===== src/rtl/blt_seq_pkg.sv =====
package blt_seq_pkg;

    localparam int SLOT_POS = 4;
    localparam int IDX_W    = 2;
    localparam int LEN_W    = 3;

    typedef enum logic [2:0] {
        SL_NONE = 3'd0,
        SL_A    = 3'd1,
        SL_B    = 3'd2,
        SL_C    = 3'd3,
        SL_D    = 3'd4,
        SL_HOLD = 3'd5,
        SL_WAIT = 3'd6,
        SL_REAL = 3'd7
    } slot_e;

    typedef enum logic [1:0] {
        ST_IDLE  = 2'd0,
        ST_RUN   = 2'd1,
        ST_FINAL = 2'd2,
        ST_DONE  = 2'd3
    } seq_state_e;

    // mask bits: [3]=A [2]=B [1]=C [0]=D
    function automatic slot_e pos_code(input logic [3:0] m, input int p);
        slot_e r;
        case (p)
            0:       r = m[3] ? SL_A : SL_WAIT;
            1:       r = SL_B;
            2:       r = m[1] ? SL_C : SL_REAL;
            default: r = m[0] ? SL_D : (m[3] ? SL_HOLD : SL_WAIT);
        endcase
        return r;
    endfunction

    function automatic slot_e pat_slot(input logic [3:0] m, input logic f,
                                       input logic [IDX_W-1:0] s);
        logic [SLOT_POS-1:0] en;
        int cnt;
        slot_e r;
        en  = {1'b1, m[1] | f, m[2], 1'b1};
        r   = SL_NONE;
        cnt = 0;
        for (int p = 0; p < SLOT_POS; p++) begin
            if (en[p]) begin
                if (cnt == int'(s)) r = pos_code(m, p);
                cnt++;
            end
        end
        return r;
    endfunction

    function automatic logic [LEN_W-1:0] pat_len(input logic [3:0] m, input logic f);
        return LEN_W'(2) + LEN_W'(m[2]) + LEN_W'(m[1] | f);
    endfunction

    function automatic logic slot_needs_bus(input slot_e c);
        return (c != SL_NONE) && (c != SL_REAL);
    endfunction

endpackage


===== src/rtl/blt_slot_rom.sv =====
module blt_slot_rom
    import blt_seq_pkg::*;
(
    input  logic [3:0]       mask,
    input  logic             fill,
    input  logic [IDX_W-1:0] idx,
    output slot_e            code,
    output logic [LEN_W-1:0] len
);
    slot_e            rom_q [2][16][SLOT_POS];
    logic [LEN_W-1:0] len_q [2][16];

    for (genvar f = 0; f < 2; f++) begin : g_fill
        for (genvar m = 0; m < 16; m++) begin : g_mask
            assign len_q[f][m] = pat_len(4'(m), 1'(f));
            for (genvar s = 0; s < SLOT_POS; s++) begin : g_slot
                assign rom_q[f][m][s] = pat_slot(4'(m), 1'(f), IDX_W'(s));
            end
        end
    end

    assign code = rom_q[fill][mask][idx];
    assign len  = len_q[fill][mask];
endmodule


===== src/rtl/blt_miss_ctr.sv =====
module blt_miss_ctr #(
    parameter int MISS_W = 16
) (
    input  logic              clk,
    input  logic              rst,
    input  logic              clr,
    input  logic              inc,
    output logic [MISS_W-1:0] count
);
    localparam logic [MISS_W-1:0] TOP = '1;

    always_ff @(posedge clk) begin
        if (rst || clr)                count <= '0;
        else if (inc && count != TOP)  count <= count + 1'b1;
    end
endmodule


===== src/rtl/blt_seq_ctrl.sv =====
module blt_seq_ctrl
    import blt_seq_pkg::*;
#(
    parameter int WORD_W = 10
) (
    input  logic              clk,
    input  logic              rst,
    input  logic              start,
    input  logic [3:0]        mask_in,
    input  logic              fill_in,
    input  logic [WORD_W-1:0] words_in,
    input  logic              bus_free,
    input  slot_e             rom_code,
    input  logic [LEN_W-1:0]  rom_len,
    output logic [3:0]        mask_q,
    output logic              fill_q,
    output logic [IDX_W-1:0]  idx_q,
    output slot_e             cur_code,
    output logic              need_bus,
    output logic              stall,
    output logic              accept,
    output logic              busy,
    output logic              done
);
    seq_state_e        state_q;
    logic [WORD_W-1:0] left_q;
    logic              first_q;
    logic              go;
    logic              last_pos;

    always_comb begin
        cur_code = SL_NONE;
        case (state_q)
            ST_RUN: begin
                cur_code = rom_code;
                if (first_q && rom_code == SL_D)
                    cur_code = mask_q[3] ? SL_HOLD : SL_WAIT;
            end
            ST_FINAL: cur_code = (idx_q == '0) ? SL_WAIT : SL_D;
            default:  cur_code = SL_NONE;
        endcase
    end

    assign need_bus = slot_needs_bus(cur_code);
    assign stall    = need_bus && !bus_free;
    assign go       = (state_q == ST_RUN || state_q == ST_FINAL) && !stall;
    assign last_pos = ({1'b0, idx_q} == rom_len - 1'b1);
    assign accept   = (state_q == ST_IDLE) && start;
    assign busy     = (state_q != ST_IDLE);
    assign done     = (state_q == ST_DONE);

    always_ff @(posedge clk) begin
        if (rst) begin
            state_q <= ST_IDLE;
            mask_q  <= '0;
            fill_q  <= 1'b0;
            idx_q   <= '0;
            left_q  <= '0;
            first_q <= 1'b0;
        end else begin
            case (state_q)
                ST_IDLE: begin
                    if (start) begin
                        mask_q  <= mask_in;
                        fill_q  <= fill_in;
                        left_q  <= words_in;
                        idx_q   <= '0;
                        first_q <= 1'b1;
                        state_q <= (words_in == '0) ? ST_DONE : ST_RUN;
                    end
                end
                ST_RUN: begin
                    if (go) begin
                        if (last_pos) begin
                            idx_q   <= '0;
                            first_q <= 1'b0;
                            if (left_q == WORD_W'(1))
                                state_q <= mask_q[0] ? ST_FINAL : ST_DONE;
                            else
                                left_q <= left_q - 1'b1;
                        end else begin
                            idx_q <= idx_q + 1'b1;
                        end
                    end
                end
                ST_FINAL: begin
                    if (go) begin
                        if (idx_q != '0) begin
                            idx_q   <= '0;
                            state_q <= ST_DONE;
                        end else begin
                            idx_q <= idx_q + 1'b1;
                        end
                    end
                end
                default: state_q <= ST_IDLE;
            endcase
        end
    end
endmodule


===== src/rtl/blt_slot_seq.sv =====
module blt_slot_seq
    import blt_seq_pkg::*;
#(
    parameter int CTRL_W = 16,
    parameter int WORD_W = 10,
    parameter int MISS_W = 16
) (
    input  logic              clk,
    input  logic              rst,
    input  logic              start,
    input  logic [CTRL_W-1:0] ctrl_word,
    input  logic              fill_mode,
    input  logic [WORD_W-1:0] word_count,
    input  logic              bus_free,
    output logic              busy,
    output logic [2:0]        slot_code,
    output logic              bus_req,
    output logic              done,
    output logic [MISS_W-1:0] miss_count
);
    localparam int MASK_LSB = 8;

    logic [3:0]       mask_sel;
    logic [3:0]       mask_q;
    logic             fill_q;
    logic [IDX_W-1:0] idx_q;
    slot_e            rom_code;
    logic [LEN_W-1:0] rom_len;
    slot_e            cur_code;
    logic             stall;
    logic             accept;
    logic             unused_ctrl_bits;

    assign mask_sel         = ctrl_word[MASK_LSB +: 4];
    assign unused_ctrl_bits = ^{ctrl_word[CTRL_W-1:MASK_LSB+4], ctrl_word[MASK_LSB-1:0]};

    blt_slot_rom u_rom (
        .mask (mask_q),
        .fill (fill_q),
        .idx  (idx_q),
        .code (rom_code),
        .len  (rom_len)
    );

    blt_seq_ctrl #(.WORD_W(WORD_W)) u_ctrl (
        .clk      (clk),
        .rst      (rst),
        .start    (start),
        .mask_in  (mask_sel),
        .fill_in  (fill_mode),
        .words_in (word_count),
        .bus_free (bus_free),
        .rom_code (rom_code),
        .rom_len  (rom_len),
        .mask_q   (mask_q),
        .fill_q   (fill_q),
        .idx_q    (idx_q),
        .cur_code (cur_code),
        .need_bus (bus_req),
        .stall    (stall),
        .accept   (accept),
        .busy     (busy),
        .done     (done)
    );

    blt_miss_ctr #(.MISS_W(MISS_W)) u_miss (
        .clk   (clk),
        .rst   (rst),
        .clr   (accept),
        .inc   (stall),
        .count (miss_count)
    );

    assign slot_code = cur_code;
endmodule


===== config.mk =====
export PLATFORM = sky130hd
export DESIGN_NAME = blt_slot_seq
export DESIGN_NICKNAME = d
export VERILOG_FILES = /design/src/rtl/blt_seq_pkg.sv /design/src/rtl/blt_slot_rom.sv /design/src/rtl/blt_miss_ctr.sv /design/src/rtl/blt_seq_ctrl.sv /design/src/rtl/blt_slot_seq.sv
export SDC_FILE = /design/constraint.sdc
export NUM_CORES = 1
export LEC_CHECK = 0
export BUFFER_PORTS_ARGS = -buffer_cell sky130_fd_sc_hd__buf_2
export CAP_MARGIN = 20
export CORE_UTILIZATION = 30
export CTS_CLUSTER_DIAMETER = 100
export DETAILED_ROUTE_END_ITERATION = 10
export GPL_TIMING_DRIVEN = 0
export PLACE_DENSITY = 0.55
export SLEW_MARGIN = 0
export SYNTH_ARGS = -nofsm -noshare
export SYNTH_HDL_FRONTEND = slang
export SYNTH_HIERARCHICAL = 1
export SYNTH_SLANG_ARGS = --single-unit

===== constraint.sdc =====
create_clock -name clk -period 3.9 [get_ports clk]
set_clock_uncertainty 0.15 [all_clocks]
set_input_delay 0.585 -clock clk [delete_from_list [all_inputs] [get_ports clk]]
set_output_delay 0.585 -clock clk [all_outputs]
set_load 0.005 [all_outputs]

# Word level (Yosys, flattened, before mapping)
# Cells that the tools add are included.
# totals
reg_bits	36
output_inout_bits	22
word_cells	98
# classes
n_addsub	4
order_cmp	3
eq_ne	15
muxes	43
bitwise	3
reduce_logical	23
# ops
op	count
$mux W192	2
$mux W187	1
$mux W48	2
$bmux W12 S4	1
$mux W46	1
$mux W10	4
$mux W2	14
$mux W12	2
$pmux W10 S2	1
$add A16 B1 Y16 const B	1
$ne A16 B16 Y1 const B	1
$mux W3	5
$bmux W3 S4	1
$pmux W2 S3	2
$eq A10 B1 Y1 const B	1
$logic_not A10 Y1	1
$sub A10 B1 Y10 const B	1
$ne A2 B2 Y1 const B	4
$reduce_and A4 Y1	2
$bmux W3 S2	1
$logic_and A1 B1 Y1	6
$ne A2 B1 Y1 const B	3
$pmux W3 S2	1
$reduce_and A6 Y1	1
22 further kinds	32

# Depth between registers and ports, before layout
# Gate-level depths: netlist of run 1.
# depth
word_depth	21
mapped_depth	14
mapped_depth_nobuf	12

# Modules after synthesis
# The synthesis of run 1 kept the hierarchy.
# modules_own_cells
mod	instances	cells_per_inst	area_each_um2
blt_seq_ctrl	1	192	1397.6
blt_miss_ctr	1	95	847.1
blt_slot_rom	1	32	192.7

# Least setup slack after synthesis of run 1
# No wires, ideal clock.
# synth_path
path_type	register -> register
start	register u_ctrl.idx_q[0]
end	register u_ctrl.state_q[1]
setup_time_ps	70
arrival_time_ps	2747
required_ps	3680
setup_slack_ps	933
stages_incl_launch_ff	12
path_buffers	2
period_less_slack_ps	2967
path_cell_list	dfxtp_1 -> buf_2 -> nor2_1 -> mux2_2 -> a21oi_1 -> nand2_1 -> o311a_1 -> o31a_1 -> buf_6 -> or2_4 -> or4_1 -> a21oi_1
# synth_between
elab_chain_len	15
# synth_rtl
element	line	text
start: declaration	blt_seq_ctrl.sv:17	output logic [IDX_W-1:0] idx_q,
start signal: assignment	blt_seq_ctrl.sv:82	idx_q <= idx_q + 1'b1;
start signal: assignment	blt_seq_ctrl.sv:92	idx_q <= idx_q + 1'b1;
$not A2 Y3 (implied by the code) (*)	blt_slot_rom.sv:22	assign code = rom_q[fill][mask][idx];
$bmux W3 S2 (*)	blt_slot_rom.sv:22	
$mux W3 (implied by the code) (*) (2 in a row)	blt_slot_rom.sv:22	
net rom_code[2]	blt_slot_seq.sv:27	slot_e rom_code;
$eq A3 B3 Y1	blt_seq_ctrl.sv:36	if (first_q && rom_code == SL_D)
$logic_and A1 B1 Y1	blt_seq_ctrl.sv:36	
$mux W3 (*)	blt_seq_ctrl.sv:36	
$pmux W3 S2 (*)	blt_seq_ctrl.sv:33	case (state_q)
$ne A3 B3 Y1 or $reduce_bool A3 Y1 (tied branches)	blt_seq_pkg.sv:59	return (c != SL_NONE) && (c != SL_REAL);
$logic_and A1 B1 Y1 (*)	blt_seq_pkg.sv:59	
$logic_and A1 B1 Y1 (*)	blt_seq_ctrl.sv:45	assign stall = need_bus && !bus_free;
net stall	blt_slot_seq.sv:30	logic stall;
$logic_not A1 Y1 (*)	blt_seq_ctrl.sv:46	assign go = (state_q == ST_RUN || state_q == ST_FINAL) && !stall;
$logic_and A1 B1 Y1 (*)	blt_seq_ctrl.sv:46	
$ne A2 B1 Y1 (no line)	-	
$reduce_and A6 Y1 (no line) (*)	-	
end signal: assignment	blt_seq_ctrl.sv:69	state_q <= (words_in == '0) ? ST_DONE : ST_RUN;
end signal: assignment	blt_seq_ctrl.sv:78	state_q <= mask_q[0] ? ST_FINAL : ST_DONE;
end: declaration	blt_seq_ctrl.sv:25	seq_state_e state_q;
# The timed path passes the listed nets; every way through them passes the cells marked *. The select of a mux whose other input is x is not followed.
# A chain may end at the register's enable or synchronous reset.

# Worst setup path after layout of run 1
# layout_path
start	register u_ctrl.idx_q[1]
end	register u_miss.count[10]
# layout_between
elab_chain_len	12
# layout_rtl
element	line	text
$not A2 Y3 (implied by the code) (*)	blt_slot_rom.sv:22	
$bmux W3 S2 (*)	blt_slot_rom.sv:22	
$mux W3 (implied by the code) (*) (2 in a row)	blt_slot_rom.sv:22	
net rom_code[1]	blt_slot_seq.sv:27	
$eq A3 B3 Y1	blt_seq_ctrl.sv:36	
$logic_and A1 B1 Y1	blt_seq_ctrl.sv:36	
$mux W3 (*)	blt_seq_ctrl.sv:36	
$pmux W3 S2 (*)	blt_seq_ctrl.sv:33	
$ne A3 B3 Y1 or $reduce_bool A3 Y1 (tied branches)	blt_seq_pkg.sv:59	
$logic_and A1 B1 Y1 (*)	blt_seq_pkg.sv:59	
$logic_and A1 B1 Y1 (*)	blt_seq_ctrl.sv:45	
net stall	blt_slot_seq.sv:30	
$logic_and A1 B1 Y1 (*)	blt_miss_ctr.sv:14	else if (inc && count != TOP) count <= count + 1'b1;
end signal: assignment	blt_miss_ctr.sv:14	
end: declaration	blt_miss_ctr.sv:8	output logic [MISS_W-1:0] count
# Marked as above.

==> results.sh, run 1 <==
export IMPL_timing_rr_end="u_miss/count[10]"
export IMPL_dp_hpwl_um=4844
export IMPL_overflow=0
export IMPL_start_util_pct=31.22
export IMPL_die_area_um2=8489
export IMPL_comb_power_share_pct=51.5
export IMPL_status="completed"
export IMPL_io_buffers=40
export IMPL_synthTopCellsByArea="dfxtp_1, a21oi_1, ha_1, nand2_1, nor2_1"
export IMPL_fmax_ghz=0.2985
export IMPL_worst_path_largest_cell_delay_ns=0.56
export IMPL_cts_buffers=5
export IMPL_fin_crit_sh_pct=85.90
export IMPL_avgSynthCellArea_um2=7.641
export IMPL_via_per_inst=5.373
export IMPL_p_int_uw=890.9
export IMPL_crit_type="register to register"
export IMPL_num_antenna_cells=0
export IMPL_synth_cell_types=58
export IMPL_startpoint_type="register"
export IMPL_layout_commonest_cell="buf_2"
export IMPL_ys_ff_latch=36
export IMPL_fin_crit_ns=3.350
export IMPL_hold_start="u_ctrl/mask_q[2]"
export IMPL_htreeDepth=2
export IMPL_p_total_mw=1.589
export IMPL_die_h_um=92.14
export IMPL_totalWireLength_um=6474
export IMPL_cp_max_fo=14
export IMPL_path_cells="inv_1, nor2_1, nor2_1, o221ai_1, and4b_1, o21bai_1, o31a_1, buf_6, nand4_1, a211oi_1, a31oi_1, a41o_1"
export IMPL_synthSimpleGateAreaFrac_pct=30.34
export IMPL_powerDensity_nw_per_um2=556.5
export IMPL_tightest_slew_ns=0.9197
export IMPL_worst_path_most_repeated_cell="nor2_1"
export IMPL_synthCells=319
export IMPL_pwr_share_seq_pct=31.0
export IMPL_areaGrowthSynthToFinish_pct=17.15
export IMPL_setup_ws_ns=0.5500
export IMPL_fill_cells=856
export IMPL_cts_tree="done"
export IMPL_cts_hold_fix_buffers=0
export IMPL_place_ws_ns=0.6101
export IMPL_yosysSeqAreaShare_pct=29.57
export IMPL_row_count=32
export IMPL_layout_common_cells="buf_2, dfxtp_1, a21oi_1, nand2_1, nor2_1"
export IMPL_syn_nets=359
export IMPL_dpl_instance_area_um2=2765
export IMPL_grt_max_degree=15
export IMPL_maxCapViolations=0
export IMPL_hold_viol=0
export IMPL_yosysTopAreaCellShare_pct=29.57
export IMPL_wl_per_cell_um=13.80
export IMPL_synth_top_family_by_area="simple AND/OR/NAND/NOR gates"
export IMPL_synth_area_mux_share_pct=1.283
export IMPL_async_reset_ff_share_pct=0
export IMPL_stdcell_area_um2=2855
export IMPL_fin_nets=406
export IMPL_clk_pin_slew_ns=0.08
export IMPL_ir_worst_vdd_mv=0.1566
export IMPL_clkPwrFrac_pct=17.5
export IMPL_grt_total_usage_pct=15.59
export IMPL_dr_pass1_iters=4
export IMPL_rr_worst_depth=12
export IMPL_holdPathEnd="u_ctrl/mask_q[2]"
export IMPL_root_buffer="clkbuf_8"
export IMPL_synth_xor_area_share_pct=2.515
export IMPL_power_switching_share_pct=43.93
export IMPL_dieWidth_um=92.14
export IMPL_clk_path_buf_depth=2
export IMPL_grt_pass1_vias=2379
export IMPL_whs_path_depth=2
export IMPL_ant_nets=0
export IMPL_setup_viol=0
export IMPL_synthFlopType="dfxtp_1"
export IMPL_core_area_um2=7807
export IMPL_yosys_area_share_adder_pct=4.620
export IMPL_slowest_stage="dfxtp_1"
export IMPL_maxSlewHeadroom_pct=38.12
export IMPL_cp_arrival_ns=3.38
export IMPL_yosys_area_top_type="dfxtp_1"
export IMPL_drtIter0Drc=141
export IMPL_syn_area_um2=2437
export IMPL_timing_rr_start="u_ctrl/idx_q[1]"
export IMPL_cp_required_ns=3.93
export IMPL_drive_gt1_share_pct=17.71
export IMPL_cp_end_kind="register"
export IMPL_synth_edf_count=0
export IMPL_grt_pass1_wl_um=10830
export IMPL_clk_latency_ns=0.28
export IMPL_rsz0062_at_grt="no"
export IMPL_finalMaxSlewViolations=0
export IMPL_drc=0
export IMPL_num_vias=2520
export IMPL_r2r_slack_ns=0.55
export IMPL_hp_class="register to register"
export IMPL_cts_resized=0
export IMPL_synth_compound_area_share_pct=25.10
export IMPL_yosys_warnings=6
export IMPL_tns_ns=0
export IMPL_num_io_pins=53
export IMPL_post_cts_buffers=0
export IMPL_p_sw_uw=698.0
export IMPL_cts_sinks=36
export IMPL_p_leak_nw=1.204
export IMPL_finalWeightedCongestion=0.8382
export IMPL_antenna_found_initial=0
cell usage after synthesis, drive strengths merged (2+ instances only):
library cell / count
nand2: 27
xor2: 4
xnor2: 3
o32ai: 6
mux2i: 2
buf: 5
nor4: 7
o21ai: 18
clkbuf: 11
nor3: 14
or4: 5
a211oi: 2
nor2b: 9
a31oi: 10
a41o: 4
and4: 4
o31a: 2
o31ai: 3
or2: 4
nand3: 10
nand2b: 4
a21oi: 33
inv: 21
o311a: 2
nor2: 25
ha: 9
a21o: 2
dfxtp: 36
nand4: 11
and2: 3
o221ai: 2
or3: 5
kinds of logic (layout without fill, tap and decap cells):
family	count (synthesis)	in the layout
compound gates	94	94
buf+inv	37	85
flops	36	36
simple gates	133	133
fa+ha+maj	9	9
mux	3	3
xor+xnor	7	7
how the worst max path moves through the flow:
stage / start / end / slack, ns / depth (start not counted)
6_report: u_ctrl/idx_q[1] / u_miss/count[10] / 0.55 / 12
5_1_grt: u_ctrl/idx_q[1] / u_miss/count[10] / 0.27 / 12
4_1_cts: u_ctrl/idx_q[0] / u_ctrl/state_q[1] / 0.59 / 11
3_5_place_dp: u_ctrl/idx_q[0] / u_ctrl/state_q[1] / 0.61 / 11
3_3_place_gp: u_ctrl/idx_q[0] / u_ctrl/state_q[0] / 0.66 / 11
2_1_floorplan: u_ctrl/idx_q[0] / u_ctrl/state_q[1] / 0.93 / 11
registers in the layout, summed over array words and instances, names as in the netlist:
register,cells
u_ctrl/fill_q,1
u_ctrl/first_q,1
u_ctrl/idx_q,2
u_ctrl/left_q,10
u_ctrl/mask_q,4
u_ctrl/state_q,2
u_miss/count,16
final cells by class:
type | instances | area [um^2] | area share, %
Timing Repair Buffer | 40 | 200.2 | 7.011
Buffer | 16 | 81.33 | 2.848
Inverter | 21 | 78.83 | 2.761
Tap cell | 102 | 127.6 | 4.470
Clock buffer | 8 | 90.09 | 3.155
Multi-Input combinational cell | 246 | 1556 | 54.51
Sequential cell | 36 | 720.7 | 25.24
worst max-delay path, delay by kind of cell, from the launching register on:
kind | cells | cell delay [ns]
buffers and inverters | 2 | 0.29
and+or+nand+nor | 4 | 0.66
DFF | 1 | 0.56
AOI/OAI and AO/OA | 6 | 1.55
power groups by stage:
| stage | clock, mW | sequential (mW) | combinational [mW] |
|---|---|---|---|
| 3_3_place_gp | 0 | 0.497 | 0.798 |
| 3_5_place_dp | 0 | 0.500 | 0.811 |
| 6_report | 0.278 | 0.493 | 0.818 |
| 4_1_cts | 0.289 | 0.491 | 0.815 |
| 2_1_floorplan | 0 | 0.481 | 0.628 |
| 5_1_grt | 0.302 | 0.502 | 0.918 |
metrics by stage:
| step | utilization [%] | std cells | hold WS (ns) |
|---|---|---|---|
| 6_report | 36.57 | 469 | 0.3125 |
| 5_1_grt | 36.57 | 469 | 0.3395 |
| 4_1_cts | 36.57 | 469 | 0.3155 |
| 3_5_place_dp | 35.42 | 461 | 0.3056 |
| 3_3_place_gp | 35.42 | 461 | 0.2955 |
| 2_1_floorplan | - | 319 | 0.2830 |
per-layer routing:
| layer | vias up | GRT usage [%] | wire (um) |
|---|---|---|---|
| li1 | 1278 | - | - |
| met1 | 1185 | 19.74 | 3061 |
| met2 | 51 | 26.99 | 3071 |
| met3 | 6 | 3.234 | 283 |
| met4 | 0 | 3.516 | 58 |
| met5 | - | 0 | 0 |
Power figures use the tool's default switching activity.
==> run 2: changes to the inputs <==
PLACE_DENSITY = 0.57   (was 0.55)
clock period = 2.9 ns   (was 3.9 ns; I/O delays follow)
==> results.sh, run 2 (synthesis gave the netlist of run 1 again) <==
export IMPL_clk_pin_slew_ns=0.07
export IMPL_largest_reg_flops=16
export IMPL_startpoint_type="register"
export IMPL_cts_buffers=5
export IMPL_regMostFlops="u_miss/count"
export IMPL_drive_gt1_share_pct=29.24
export IMPL_fin_crit_ns=2.945
export IMPL_clk_path_buf_depth=2
export IMPL_htreeDepth=2
export IMPL_num_antenna_cells=0
export IMPL_via_per_inst=5.419
export IMPL_start_util_pct=31.22
export IMPL_clk_latency_ns=0.29
export IMPL_fin_nets=422
export IMPL_maxCapViolations=0
export IMPL_hold_viol=0
export IMPL_holdPathEnd="u_ctrl/mask_q[1]"
export IMPL_fin_crit_sh_pct=101.6
export IMPL_die_area_um2=8489
export IMPL_dp_hpwl_um=4829
export IMPL_rsz0062_at_grt="yes"
export IMPL_core_area_um2=7807
export IMPL_cts_sinks=36
export IMPL_finalMaxSlewViolations=0
export IMPL_place_ws_ns=-0.3542
export IMPL_io_buffers=40
export IMPL_drtIter0Drc=112
export IMPL_cp_required_ns=2.97
export IMPL_p_leak_nw=1.311
export IMPL_grt_pass1_wl_um=11550
export IMPL_whs_path_depth=3
export IMPL_num_vias=2628
export IMPL_dr_pass1_iters=4
export IMPL_ir_worst_vdd_mv=0.3464
export IMPL_top_regs="u_miss/count (16), u_ctrl/left_q (10), u_ctrl/mask_q (4)"
export IMPL_cp_arrival_ns=3.02
export IMPL_grt_pass1_vias=2568
export IMPL_row_count=32
export IMPL_drc=0
export IMPL_powerDensity_nw_per_um2=765.1
export IMPL_cts_hold_fix_buffers=0
export IMPL_cts_tree="done"
export IMPL_antenna_found_initial=0
export IMPL_hold_start="ctrl_word[9]"
export IMPL_violations="setup timing"
export IMPL_hp_class="input pin to register"
export IMPL_grt_total_usage_pct=16.63
export IMPL_totalWireLength_um=6950
export IMPL_rr_worst_depth=10
export IMPL_timing_rr_start="u_ctrl/mask_q[1]"
export IMPL_layout_commonest_cell="buf_2"
export IMPL_setup_viol=4
export IMPL_fmax_ghz=0.3395
export IMPL_critPathLaunch="u_ctrl/mask_q[1]"
export IMPL_tightest_slew_ns=0.7732
export IMPL_setup_ws_ns=-0.04537
export IMPL_status="finished, violations left"
export IMPL_finalWeightedCongestion=0.8604
export IMPL_cp_max_fo=6
export IMPL_cp_end_kind="register"
export IMPL_num_io_pins=53
export IMPL_ant_nets=0
export IMPL_r2r_slack_ns=-0.05
export IMPL_die_h_um=92.14
export IMPL_p_total_mw=2.405
export IMPL_overflow=0
export IMPL_grt_max_degree=13
export IMPL_maxSlewHeadroom_pct=47.98
export IMPL_layout_common_cells="buf_2, dfxtp_1, a21oi_1, nand2_1, nor2_1"
export IMPL_dieWidth_um=92.14
export IMPL_wl_per_cell_um=14.33
export IMPL_areaGrowthSynthToFinish_pct=28.95
export IMPL_crit_type="register to register"
export IMPL_root_buffer="clkbuf_8"
export IMPL_timing_rr_end="u_ctrl/state_q[0]"
run 2: cell type report:
type,count,area (um^2)
Fill cell,817,4664
Multi-Input combinational cell,246,1673
Sequential cell,36,738.2
Timing Repair Buffer,57,327.8
Tap cell,102,127.6
Buffer,15,86.33
Inverter,21,78.83
Clock buffer,5,68.82
Clock inverter,3,42.54
run 2: per-layer routing:
metal / part of all wire (%) / wire [um] / GRT usage, % / vias up
li1: - / - / - / 1311
met1: 46 / 3214 / 19.86 / 1240
met2: 48 / 3321 / 29.54 / 62
met3: 4.2 / 295 / 3.317 / 15
met4: 1.7 / 119 / 5.469 / 0
met5: 0 / 0 / 0 / -
run 2: worst max path at each step:
stage	to	slack [ns]	cells after the start
CTS	u_ctrl/state_q[0]	-0.03	10
detailed placement	u_miss/count[10]	-0.35	12
finish	u_ctrl/state_q[0]	-0.05	10
floorplan	u_ctrl/state_q[1]	0.02	11
global placement	u_miss/count[10]	-0.32	12
global route	u_miss/count[10]	-0.19	13
run 2: repair_timing:
| action | CTS | global route |
|---|---|---|
| resized for setup | 25 | 20 |
| pin swaps | 11 | 15 |
| endpoints found under the setup margin | 24 | 26 |
| setup buffers | 11 | 6 |
run 2: per-stage QoR:
| step | util (%) | area, um^2 | hold WS, ns | instances | TNS (ns) |
|---|---|---|---|---|---|
| 2_1_floorplan | - | 2444 | 0.2830 | 319 | 0 |
| 3_3_place_gp | 35.50 | 2771 | 0.2932 | 461 | -3.540 |
| 3_5_place_dp | 35.50 | 2771 | 0.3094 | 461 | -4.486 |
| 4_1_cts | 38.86 | 3034 | 0.2192 | 479 | -0.04728 |
| 5_1_grt | 40.26 | 3143 | 0.2267 | 485 | -1.597 |
| 6_report | 40.26 | 3143 | 0.2293 | 485 | -0.1125 |
run 2: power by group:
group,internal (mW),switching (mW)
combinational,0.552,0.737
clock,0.255,0.197
sequential,0.582,0.0823
total,1.39,1.02
run 2: critical path: stages, from the launching register on:
cell,delay [ns]
dfxtp_4,0.35
or2_4,0.26
nor2_1,0.26
o221ai_2,0.19
and4b_1,0.33
o21bai_4,0.09
o31a_1,0.29
buf_6,0.14
or2_4,0.23
or4b_4,0.48
a21oi_2,0.12
